## config.mk

```make
export PLATFORM = sky130hd
export DESIGN_NAME = ssref_top
export DESIGN_NICKNAME = d
export VERILOG_FILES = /design/src/rtl/ssref_pkg.sv /design/src/rtl/ssref_ctrl.sv /design/src/rtl/ssref_path.sv /design/src/rtl/ssref_top.sv
export SDC_FILE = /design/constraint.sdc
export NUM_CORES = 1
export LEC_CHECK = 0
export ABC_AREA = 1
export BUFFER_PORTS_ARGS = -buffer_cell sky130_fd_sc_hd__buf_2
export CORE_MARGIN = 2
export CORE_UTILIZATION = 39
export DETAILED_ROUTE_END_ITERATION = 8
export PLACE_DENSITY = 0.54
export SLEW_MARGIN = 20
export SYNTH_ARGS = -nofsm -noshare
export SYNTH_HDL_FRONTEND = slang
export SYNTH_HIERARCHICAL = 1
export SYNTH_SLANG_ARGS = --single-unit
```

## constraint.sdc

```tcl
create_clock -name clk -period 3.89 [get_ports clk]
set_input_delay 0.389 -clock clk [delete_from_list [all_inputs] [get_ports clk]]
set_output_delay 0.389 -clock clk [all_outputs]
set_load 0.05 [all_outputs]
```

## src/rtl/ssref_pkg.sv

```systemverilog
`timescale 1ns/1ps
package ssref_pkg;
  localparam int LVL_W    = 5;
  localparam int MV_W     = 8;
  localparam int FULL_LVL = (1 << LVL_W) - 1;

  // strobes from control to datapath
  typedef struct packed {
    logic clear;    // shutdown: drop all progress
    logic advance;  // step period expired, move to next code
    logic finish;   // step period expired at endpoint
    logic load;     // take a new target
  } seqStrobe_t;

  // pseudo-logarithmic code to millivolt map
  function automatic logic [MV_W-1:0] lvlToMv(input logic [LVL_W-1:0] code);
    int c;
    int v;
    c = int'(code);
    if (c == 0)       v = 0;
    else if (c <= 12) v = 5 + 3 * (c - 1);
    else if (c <= 23) v = 38 + 6 * (c - 12);
    else              v = 104 + 12 * (c - 23);
    return MV_W'(v);
  endfunction
endpackage

```

## src/rtl/ssref_ctrl.sv

```systemverilog
`timescale 1ns/1ps
module ssref_ctrl
  import ssref_pkg::*;
#(
  parameter int STEP_CYCLES = 27264,
  parameter int HALF_CYCLES = 640000
) (
  input  logic       clk,
  input  logic       rstN,
  input  logic       en,
  input  logic       lvlStrobe,
  input  logic       rampDone,
  input  logic       atEnd,
  output seqStrobe_t strobes,
  output logic       halfLimit
);
  localparam int STEP_W = $clog2(STEP_CYCLES + 1);
  localparam int HALF_W = $clog2(HALF_CYCLES + 1);
  localparam logic [STEP_W-1:0] STEP_LAST = STEP_W'(STEP_CYCLES - 1);
  localparam logic [HALF_W-1:0] HALF_MAX  = HALF_W'(HALF_CYCLES);

  logic              runQ;
  logic [STEP_W-1:0] stepTimer;
  logic [HALF_W-1:0] halfTimer;
  logic              expire;

  assign expire = runQ && !rampDone && (stepTimer == STEP_LAST);

  always_comb begin
    strobes         = '0;
    strobes.clear   = !en;
    strobes.advance = en && expire && !atEnd;
    strobes.finish  = en && expire && atEnd;
    strobes.load    = en && lvlStrobe;
  end

  always_ff @(posedge clk or negedge rstN) begin
    if (!rstN) begin
      runQ      <= 1'b0;
      stepTimer <= '0;
      halfTimer <= '0;
    end else if (!en) begin
      runQ      <= 1'b0;
      stepTimer <= '0;
      halfTimer <= '0;
    end else begin
      runQ <= 1'b1;
      if (runQ && !rampDone) begin
        if (expire) stepTimer <= '0;
        else        stepTimer <= stepTimer + STEP_W'(1);
      end
      if (runQ && (halfTimer != HALF_MAX))
        halfTimer <= halfTimer + HALF_W'(1);
    end
  end

  assign halfLimit = runQ && (halfTimer != HALF_MAX);
endmodule

```

## src/rtl/ssref_path.sv

```systemverilog
`timescale 1ns/1ps
module ssref_path
  import ssref_pkg::*;
(
  input  logic             clk,
  input  logic             rstN,
  input  seqStrobe_t       strobes,
  input  logic [LVL_W-1:0] lvlCode,
  output logic             rampDone,
  output logic             atEnd,
  output logic [LVL_W-1:0] stepIdx,
  output logic [MV_W-1:0]  refMv
);
  localparam logic [LVL_W-1:0] FULL = LVL_W'(FULL_LVL);

  logic [LVL_W-1:0] rampCnt;
  logic [LVL_W-1:0] tgtCode;
  logic             doneQ;

  always_ff @(posedge clk or negedge rstN) begin
    if (!rstN) begin
      rampCnt <= '0;
      tgtCode <= FULL;
      doneQ   <= 1'b0;
    end else if (strobes.clear) begin
      rampCnt <= '0;
      tgtCode <= FULL;
      doneQ   <= 1'b0;
    end else begin
      if (strobes.load)    tgtCode <= lvlCode;
      if (strobes.advance) rampCnt <= rampCnt + LVL_W'(1);
      if (strobes.finish)  doneQ   <= 1'b1;
    end
  end

  assign atEnd    = (rampCnt >= tgtCode);
  assign rampDone = doneQ;
  assign stepIdx  = doneQ ? tgtCode : rampCnt;
  assign refMv    = lvlToMv(stepIdx);
endmodule

```

## src/rtl/ssref_top.sv

```systemverilog
`timescale 1ns/1ps
module ssref_top
  import ssref_pkg::*;
#(
  parameter int STEP_CYCLES = 27264,
  parameter int HALF_CYCLES = 640000
) (
  input  logic       clk,
  input  logic       rstN,
  input  logic       en,
  input  logic       lvlStrobe,
  input  logic [4:0] lvlCode,
  output logic [4:0] stepIdx,
  output logic [7:0] refMv,
  output logic       rampDone,
  output logic       halfLimit
);
  seqStrobe_t strobes;
  logic       atEnd;
  logic       doneInt;

  ssref_ctrl #(
    .STEP_CYCLES(STEP_CYCLES),
    .HALF_CYCLES(HALF_CYCLES)
  ) u_ctrl (
    .clk      (clk),
    .rstN     (rstN),
    .en       (en),
    .lvlStrobe(lvlStrobe),
    .rampDone (doneInt),
    .atEnd    (atEnd),
    .strobes  (strobes),
    .halfLimit(halfLimit)
  );

  ssref_path u_path (
    .clk     (clk),
    .rstN    (rstN),
    .strobes (strobes),
    .lvlCode (lvlCode),
    .rampDone(doneInt),
    .atEnd   (atEnd),
    .stepIdx (stepIdx),
    .refMv   (refMv)
  );

  assign rampDone = doneInt;
endmodule

```

Word-level counts from Yosys, hierarchy flattened
Cells that the tools add are included.
{"block": "totals", "regBits": 47, "in_bits": 9, "output_inout_bits": 15, "wordCells": 54}
{"block": "op_classes", "n_addsub": 9, "mul": 3, "order_cmp": 3, "eq_ne": 7, "muxes": 16, "n_reduce_logical": 10}
{"cell": "$mux W15", "n": 3}
{"cell": "$mux W20", "n": 2}
{"cell": "$mul A3 B32 Y6 const A", "n": 1}
{"cell": "$mul A3 B32 Y7 const A", "n": 1}
{"cell": "$mul A3 B32 Y8 const A", "n": 1}
{"cell": "$mux W5", "n": 5}
{"cell": "$mux W8", "n": 3}
{"cell": "$add A20 B1 Y20 const B", "n": 1}
{"cell": "$ne A20 B20 Y1 const B", "n": 1}
{"cell": "$add A15 B1 Y15 const B", "n": 1}
{"cell": "$eq A15 B15 Y1 const B", "n": 1}
{"cell": "$ne A2 B1 Y1 const B", "n": 5}
{"cell": "$add A4 B8 Y8 const A", "n": 1}
{"cell": "$add A7 B8 Y8 const A", "n": 1}
{"cell": "$add A8 B8 Y8 const A", "n": 1}
{"cell": "$logic_and A1 B1 Y1", "n": 7}
{"cell": "$sub A5 B1 Y6 const B", "n": 1}
{"cell": "$sub A5 B4 Y6 const B", "n": 1}
{"cell": "$sub A5 B5 Y6 const B", "n": 1}
{"cell": "$add A5 B1 Y5 const B", "n": 1}
{"cell": "$ge A5 B5 Y1", "n": 1}
{"cell": "$le A5 B4 Y1 const B", "n": 1}
{"cell": "$le A5 B5 Y1 const B", "n": 1}
{"cell": "$logic_not A5 Y1", "n": 1}
{"cell": "2 further kinds", "n": 5}

Logic depth before layout (Yosys ltp)
Gate-level depths: netlist of the first run.
{"block": "logic_depth", "ltp_word": 7, "ltp_mapped": 23, "ltp_nobuf": 23}

Cells and area by module
Netlist of the first run, hierarchy kept.
{"mod": "ssref_ctrl", "instances": 1, "cells_per_inst": 333, "area_per_inst_um2": 2338.5, "seq_area_each_um2": 900.9}
{"mod": "ssref_path", "instances": 1, "cells_per_inst": 295, "area_per_inst_um2": 2123.3, "seq_area_each_um2": 281.5}

Worst setup path after synthesis of the first run
No wires, ideal clock.
{"block": "synth_path", "kind": "reg-to-output", "from": "register u_path.doneQ, in the netlist u_path/rampDone", "to": "output port refMv[5]", "t_arrival_ns": 4.953, "t_required_ns": 3.501, "path_slack_ns": -1.452, "path_stages_with_launch": 16, "n_path_buf": 1, "path_cell_list": "dfrtp_1 buf_6 o21ai_2 inv_1 ha_1 nand2_1 xor2_1 inv_1 ha_1 ha_1 ha_1 inv_1 o21bai_1 a31oi_1 nor2_1 o31ai_1"}
{"block": "synth_between", "elab_chain_len": 7, "elab_cells_between_ends": 16, "cone_classes": "add/sub (6); mul (3); order compare (2); mux (4); reduce/logical (1)"}
{"item": "start: declaration", "line": "ssref_path.sv:18", "source": "logic doneQ;"}
{"item": "start signal: assignment", "line": "ssref_path.sv:24", "source": "doneQ <= 1'b0;"}
{"item": "start signal: assignment", "line": "ssref_path.sv:28", "source": "doneQ <= 1'b0;"}
{"item": "start signal: assignment", "line": "ssref_path.sv:32", "source": "if (strobes.finish) doneQ <= 1'b1;"}
{"item": "$mux W5 *", "line": "ssref_path.sv:38", "source": "assign stepIdx = doneQ ? tgtCode : rampCnt;"}
{"item": "net stepIdx[1]", "line": "ssref_top.sv:13", "source": "output logic [4:0] stepIdx,"}
{"item": "$sub A5 B5 Y6 or $sub A5 B4 Y6 (tied branches)", "line": "ssref_pkg.sv:23, ssref_pkg.sv:22"}
{"item": "$mul A3 B32 Y6 or $mul A3 B32 Y7 (tied branches)", "line": "ssref_pkg.sv:23, ssref_pkg.sv:22"}
{"item": "$add A8 B8 Y8 or $add A7 B8 Y8 (tied branches)", "line": "ssref_pkg.sv:23, ssref_pkg.sv:22"}
{"item": "$mux W8", "line": "ssref_pkg.sv:22", "source": "else if (c <= 23) v = 38 + 6 * (c - 12);"}
{"item": "$mux W8", "line": "ssref_pkg.sv:21", "source": "else if (c <= 12) v = 5 + 3 * (c - 1);"}
{"item": "$mux W8 *", "line": "ssref_pkg.sv:20", "source": "if (c == 0) v = 0;"}
{"item": "end: declaration", "line": "ssref_top.sv:14", "source": "output logic [7:0] refMv,"}
The timed path passes the listed nets; every way through them passes the cells marked *.

Worst setup path after layout of the first run
{"block": "layout_path", "from": "register u_path.doneQ, in the netlist u_path/rampDone", "to": "output port refMv[7]"}
{"block": "layout_between", "elab_chain_len": 7, "elab_cells_between_ends": 16, "cone_classes": "add/sub (6); mul (3); order compare (2); mux (4); reduce/logical (1)"}
{"item": "$mux W5 *", "line": "ssref_path.sv:38"}
{"item": "$sub A5 B5 Y6 or $sub A5 B4 Y6 (tied branches)", "line": "ssref_pkg.sv:23, ssref_pkg.sv:22"}
{"item": "$mul A3 B32 Y6 or $mul A3 B32 Y7 (tied branches)", "line": "ssref_pkg.sv:23, ssref_pkg.sv:22"}
{"item": "$add A8 B8 Y8 or $add A7 B8 Y8 (tied branches)", "line": "ssref_pkg.sv:23, ssref_pkg.sv:22"}
{"item": "$mux W8", "line": "ssref_pkg.sv:22"}
{"item": "$mux W8", "line": "ssref_pkg.sv:21"}
{"item": "$mux W8 *", "line": "ssref_pkg.sv:20"}
Mark *: on every way between the ends. The rest lies on a longest branch, timed or not.

==> out/qor.yml, run 1 <==
run_status:
  status: "complete, but fails checks"
  failed_checks: "setup timing"
logic_synthesis:
  synth_xor_xnor_area_share_pct: 5.693
  ys_seq_elements: 47
  synth_top_area_share_pct: 23.56
  netlist_area_um2: 4462
  synth_area_per_cell_um2: 7.105
  synth.distinct_cells: 44
  synth_top_family_by_area: "simple AND/OR/NAND/NOR gates"
  synth_top_cells_by_area: "dfrtp_1 (24%), ha_1 (13%), nand2_1 (13%)"
  synth_edf_count: 0
  async_flop_share_pct: 100.0
  yosysWarnings: 6
  ys_seq_area_share_pct: 26.50
  yosys-mux-area-fraction_pct: 0
  synth_compound_area_share_pct: 9.058
  yosys-top-cells-count: "nand2_1 (152), inv_1 (83), nor2_1 (78)"
  synth_nets: 687
  synthSimpleGateAreaFrac_pct: 35.05
  syn_inst: 628
  synthFlopType: "dfrtp_1"
  synth_area_leader_cell: "dfrtp_1"
  synth_adder_area_share_pct: 14.53
  yosysMostFrequentCell: "nand2_1"
setup_path:
  cpMostUsedCell: "ha_4"
  reg2reg_setup_slack_ps: 1370
  crit_path_end_kind: "output pin"
  cp.required_ps: 3500
  crit_chain: "o21ai_4, inv_4, ha_4, nand2_4, nand2_4, xor2_4, buf_4, ha_4, ha_4, ha_4, inv_2, o21bai_1, a31oi_2, nor2_4, nor2_1, nor2_1, nor2_1, nand2_1, nand3_2, nand2_4, buf_8"
  cpMaxStageDelayCell: "dfrtp_4"
  startpoint_type: "flip-flop"
  cp.arrival_ps: 3530
  crit_type: "reg -> out"
  path_max_fanout: 8
  max_stage_delay_ps: 540
clock_tree:
  cts_buffer_depth: 2
  worstSkewPairLatency_ps: 290
  cts-root-buf: "clkbuf_16"
  cts_tree: "done"
  ctsHtreeMaxLevel: 2
  cts_made_buffers: 5
  clkSlewWorstSetupHoldPaths_ps: 70
  clock_sinks: 47
power:
  power_density_nw_per_um2: 205.7
  vdd_ir_drop_max_mv: 0.2544
  p_leak_nw: 2.625
timing:
  relSlewSlack_pct: 42.55
  setup_violations: 2
  fin_worst_skew_ps: 7.042
  holdWs_ps: 200.3
  maxSlewViolCount: 0
  fmax_mhz: 254.9
  setup_ws_ps: -33.67
  finalCritPeriodShare_pct: 100.9
  hold_violations: 0
  fin_crit_ps: 3924
  worst_pin_slew_ps: 861.7
  rsz0062_at_grt: "yes"
floorplanning:
  start_util_pct: 39.58
  core_area_um2: 11270
  dieArea_um2: 12310
  ioPinCount: 24
  die_h_um: 111.0
  fp.dieW_um: 111.0
  core.rowCount: 39
place:
  postPlaceCellArea_um2: 4991
  place.gp.congestion: 0.8702
  hpwl_mm: 8.211
  portBuffers: 23
cells_and_area:
  num_antenna_cells: 0
  design_area_um2: 5654
  final_nets: 750
  area_delta_synth_final_pct: 26.72
  drive_gt1_share_pct: 25.29
grt:
  grt_overflow_total: 0
  gr-usage-met2_pct: 32.11
  grt_util_met3_pct: 2.515
  grt_usage_pct: 18.58
  grt_pass1_wl_mm: 19.31
  antenna_found_initial: 0
  grt_pass1_vias: 4185
  use_met1_pct: 25.33
  grt_max_degree: 39
  grt.busiest_layer: "met2"
flow_run:
  cap_viol_max_count: 0
detailed_routing:
  drc: 0
  via_per_inst: 4.954
  drt_wl_total_mm: 10.92
  drt-pass1-iter-count: 4
  drt_iter0_markers: 236
  dr_total_vias: 4137
  ant_nets: 0
  wire_per_inst_um: 13.07
worst_hold_path:
  hp-class: "in -> async"
final cells by class:
type | count | area [µm²]
inverters | 90 | 352.8
clock buffers | 6 | 128.9
repair buffers | 64 | 480.5
fillers | 1101 | 5618
flip-flops and latches | 47 | 1186
multi-input cells | 483 | 3267
clock inverters | 2 | 60.06
well taps | 143 | 178.9
worst max-delay path: cells and delay by family, from the launching register on:
kind / cells / cell delay (ps)
flip-flops: 1 / 540
buffers and inverters: 4 / 440
AO/OA/AOI/OAI: 3 / 510
AND/OR/NAND/NOR: 9 / 710
XOR/XNOR: 1 / 200
adder cells (fa/ha/maj): 4 / 850
kinds of logic (layout without fill, tap and decap cells):
kind of cell / Yosys count / count (layout)
AO/OA/AOI/OAI: 65 / 65
XOR/XNOR: 29 / 29
adder cells (fa/ha/maj): 50 / 50
buffers and inverters: 98 / 162
flip-flops: 47 / 47
AND/OR/NAND/NOR: 339 / 339
flip-flops by register name, summed over array words and instances (netlist names):
| signal | cells |
|---|---|
| u_ctrl/stepTimer | 15 |
| u_ctrl/runQ | 1 |
| u_path/rampDone | 1 |
| u_ctrl/halfTimer | 20 |
| u_path/tgtCode | 5 |
| u_path/rampCnt | 5 |
repair_timing:
| item | CTS | global route |
|---|---|---|
| endpoints found under the setup margin | 3 | 3 |
| hold buffers | 0 | 0 |
| gates resized for setup | 29 | 14 |
| pin swaps | 25 | 19 |
| setup buffers | 22 | 9 |
| gates cloned | 0 | 0 |
through the flow:
step                      total power [W]  setup TNS, ps  setup WS, ps  util [%]  cells
after floorplan                 0.0005864         -97.51        -50.81         -    628
after global placement          0.0006153              0         63.68     44.28    796
after CTS                        0.001181         -8.315        -8.315     48.86    826
final                            0.001163         -45.13        -33.67     50.16    835
after detailed placement        0.0006158         -3.364        -3.364     44.28    796
after global routing             0.001214         -562.4        -252.8     50.16    835
per-layer routing:
| metal | vias to the layer above | routed length (µm) |
|---|---|---|
| met4 | 0 | 76 |
| met1 | 1949 | 5280 |
| li1 | 2132 | - |
| met5 | - | 0 |
| met3 | 7 | 305 |
| met2 | 49 | 5253 |
cells in the final DEF, fill, tap and decap left out, types with 7 or more instances in the layout:
| cell | count |
|---|---|
| inv_2 | 10 |
| nand4_1 | 13 |
| ha_4 | 18 |
| buf_2 | 20 |
| ha_1 | 28 |
| a21oi_1 | 18 |
| nand2_1 | 145 |
| buf_4 | 35 |
| nand2_2 | 11 |
| nor2_1 | 76 |
| inv_1 | 76 |
| nor3_1 | 11 |
| xor2_1 | 23 |
| o21ai_0 | 17 |
| dfrtp_1 | 41 |
| nand2_4 | 16 |
| o21ai_2 | 7 |
| nand3_1 | 45 |
worst paths after layout:
path / startpoint / cells past startpoint / end
min in group clk: lvlCode[3] / 3 / u_path/tgtCode[3]
max in group asynchronous: rstN / 2 / u_ctrl/halfTimer[17]
setup / recovery: u_path/rampDone / 21 / refMv[7]
setup reg to reg: u_path/rampDone / 12 / u_path/rampCnt[4]
hold reg to reg: u_ctrl/stepTimer[14] / 2 / u_ctrl/stepTimer[14]
hold / removal: rstN / 1 / u_ctrl/halfTimer[5]
power breakdown:
group	total (W)	switching, W	internal (W)
Combinational	0.0000856	0.0000607	0.0000249
Clock	0.000558	0.000189	0.000369
Sequential	0.000520	0.0000125	0.000507
Power figures use the tool's default switching activity.
==> inputs of run 2 (changes only) <==
- ABC_AREA: 1 -> 0
==> run 2 against run 1 <==
Compared with the run above:
- the flow still finishes with violations (setup timing)
- first-iteration DRC count is 47% lower
- clock power decreased by 24%
- largest power group is now registers
- sequential power is 2% lower
- critical endpoint unchanged
- critical path depth down 5
- combinational power is 29% lower
- maximum frequency is 5.4% lower
- utilization increased by 1.9 points
- non-clock buffer count up 11
- largest cell class unchanged
- global-route usage decreased by 0.86 points
- die area fell by 12%
- routed wire length is 17% lower
==> out/qor.yml, run 2 <==
detailed_routing:
  drt_iter0_markers: 124
  via_per_inst: 5.192
  dr_total_vias: 3302
  drt-pass1-iter-count: 5
  drc: 0
  ant_nets: 0
  wire_per_inst_um: 14.28
  drt_wl_total_mm: 9.083
power:
  vdd_ir_drop_max_mv: 0.2508
  power_density_nw_per_um2: 195.9
  p_leak_nw: 2.296
logic_synthesis:
  ys_seq_elements: 47
  ys_seq_area_share_pct: 30.19
  synth_area_leader_cell: "dfrtp_1"
  netlist_area_um2: 3916
  yosysWarnings: 6
  synth.distinct_cells: 62
  synth_top_cells_by_area: "dfrtp_1 (27%), ha_1 (15%), xnor2_1 (5.1%)"
  synthFlopType: "dfrtp_1"
  synth_area_per_cell_um2: 9.129
  synth_nets: 488
  yosysMostFrequentCell: "ha_1"
  yosys-top-cells-count: "ha_1 (47), dfrtp_1 (42), nor2_1 (41)"
  syn_inst: 429
  synth_top_area_share_pct: 26.84
  synth_edf_count: 0
  async_flop_share_pct: 100.0
setup_path:
  crit_path_end_kind: "output pin"
  reg2reg_setup_slack_ps: 1370
  cp.required_ps: 3500
  crit_type: "reg -> out"
  critPathBufInv: 3
  path_delay_family: "adder cells"
  path_max_fanout: 7
  crit_chain: "buf_6, mux2i_4, buf_4, ha_2, nand2_1, nand2_1, xnor2_1, ha_1, ha_1, xnor2_2, nor3b_2, xnor3_1, xnor2_1, a32oi_2, o41ai_4, buf_6"
  cpMaxStageDelayCell: "dfrtp_2"
  startpoint_type: "flip-flop"
  cp.arrival_ps: 3760
  max_stage_delay_ps: 500
cells_and_area:
  layout_common_cells: "buf_4 (46), nor2_1 (41), dfrtp_1 (41), ha_1 (33), nand2_1 (32)"
  final_nets: 561
  largest_register: "u_ctrl/halfTimer"
  num-fill-cells: 913
  fin_cells: 636
  reg_top3: "u_ctrl/halfTimer (20), u_ctrl/stepTimer (15)"
  drive_gt1_share_pct: 30.42
  final_common_cell: "buf_4"
  num_antenna_cells: 0
  largest_reg_flops: 20
  area_delta_synth_final_pct: 29.90
timing:
  maxSlewViolCount: 0
  relSlewSlack_pct: 49.50
  fmax_mhz: 241.2
  rsz0062_at_grt: "yes"
  setup_ws_ps: -256.1
  setup_violations: 3
  fin_crit_ps: 4146
  holdWs_ps: 81.98
  hold_violations: 0
  finalCritPeriodShare_pct: 106.6
  worst_pin_slew_ps: 750.6
  fin_worst_skew_ps: 10.78
grt:
  antenna_found_initial: 0
  grt_overflow_total: 0
  grt_usage_pct: 17.72
  grt_max_degree: 48
  grt_pass1_wl_mm: 15.93
  grt_pass1_vias: 3300
clock_tree:
  cts_hold_buf: 0
  clock_sinks: 47
  cts-root-buf: "clkbuf_8"
  worstSkewPairLatency_ps: 310
  clkSlewWorstSetupHoldPaths_ps: 90
  cts_made_buffers: 5
  cts_buffer_depth: 2
  cts_tree: "done"
  ctsHtreeMaxLevel: 2
worst_hold_path:
  hp-class: "in -> async"
place:
  hpwl_mm: 6.801
  portBuffers: 23
  post-place-ws_ps: -195.8
  dpl.cell_count: 620
  place.gp.congestion: 0.7871
floorplanning:
  ioPinCount: 24
  start_util_pct: 40.07
  die_h_um: 104.2
  dieArea_um2: 10860
  fp.dieW_um: 104.2
  core.rowCount: 36
  core_area_um2: 9774
run_status:
  failed_checks: "setup timing"
  status: "complete, but fails checks"
flow_run:
  cap_viol_max_count: 0
run 2: cell count changes in the layout (fill, tap and decap cells not counted), sizes merged, moves of 9 or more:
cell / delta
xnor2: +21
inv: -61
nand2: -137
nor2: -45
mux2i: +9
nand3: -34
buf: +11
o21ai: -12
run 2: routing by layer:
metal  track usage (%)  wire length [µm]
met1             24.38              4397
met2             29.75              4390
met3             2.256               204
met4             4.054                91
met5                 0                 0
run 2: area by class of cell:
cell class              count  area (µm²)  share of cell area (%)
multi-input cells         342        2917                   57.33
clock buffers               6       72.57                   1.426
well taps                 133       166.4                   3.271
flip-flops and latches     47        1184                   23.27
repair buffers             75       559.3                   10.99
clock inverters             2       60.06                   1.181
inverters                  31       128.9                   2.533
run 2: final timing paths:
check	start	end	cells past startpoint
max	u_path/rampDone	refMv[7]	16
min	rstN	u_ctrl/halfTimer[8]	1
max reg2reg	u_path/rampDone	u_path/rampCnt[4]	8
min reg2reg	u_ctrl/stepTimer[14]	u_ctrl/stepTimer[14]	1
max in group asynchronous	rstN	u_path/rampDone	1
min in group clk	lvlCode[3]	u_path/tgtCode[3]	3
run 2: worst reg2reg max path: cells and delay by family (launching register included):
family                    cells  cell delay, ps
and+or+nand+nor               6            1520
DFF                           1             500
buffers and inverters         1             220
xor gates and xnor gates      1             150
run 2: power by group:
group          internal (W)  switching [W]
clock              0.000257       0.000169
sequential         0.000498      0.0000115
combinational     0.0000196      0.0000409
run 2: timing repair:
| action | CTS | global route |
|---|---|---|
| setup buffers | 8 | 1 |
| gates cloned | 0 | 0 |
| setup endpoints to repair | 5 | 4 |
| pin swaps | 24 | 3 |
| gates resized for setup | 42 | 7 |
run 2: metrics by stage:
| stage | TNS [ps] | cell area (µm²) | util, % | power [W] |
|---|---|---|---|---|
| after floorplan | -733.4 | 4116 | - | 0.0005528 |
| after global placement | -185.6 | 4677 | 47.85 | 0.0005801 |
| after detailed placement | -279.1 | 4677 | 47.85 | 0.0005808 |
| after CTS | -515.9 | 5050 | 51.66 | 0.001011 |
| after global routing | -1091 | 5087 | 52.05 | 0.001044 |
| final | -456.6 | 5087 | 52.05 | 0.0009964 |
run 2: kinds of logic (layout without fill, tap and decap cells):
| family | Yosys count | count (layout) | share of synthesized area, % |
|---|---|---|---|
| AOI/OAI and AO/OA | 78 | 78 | 13.93 |
| xor gates and xnor gates | 49 | 49 | 11.69 |
| adders and majority gates | 50 | 50 | 16.55 |
| buffers and inverters | 40 | 114 | 3.961 |
| DFF | 47 | 47 | 30.19 |
| muxes | 9 | 9 | 3.035 |
| and+or+nand+nor | 156 | 156 | 20.64 |
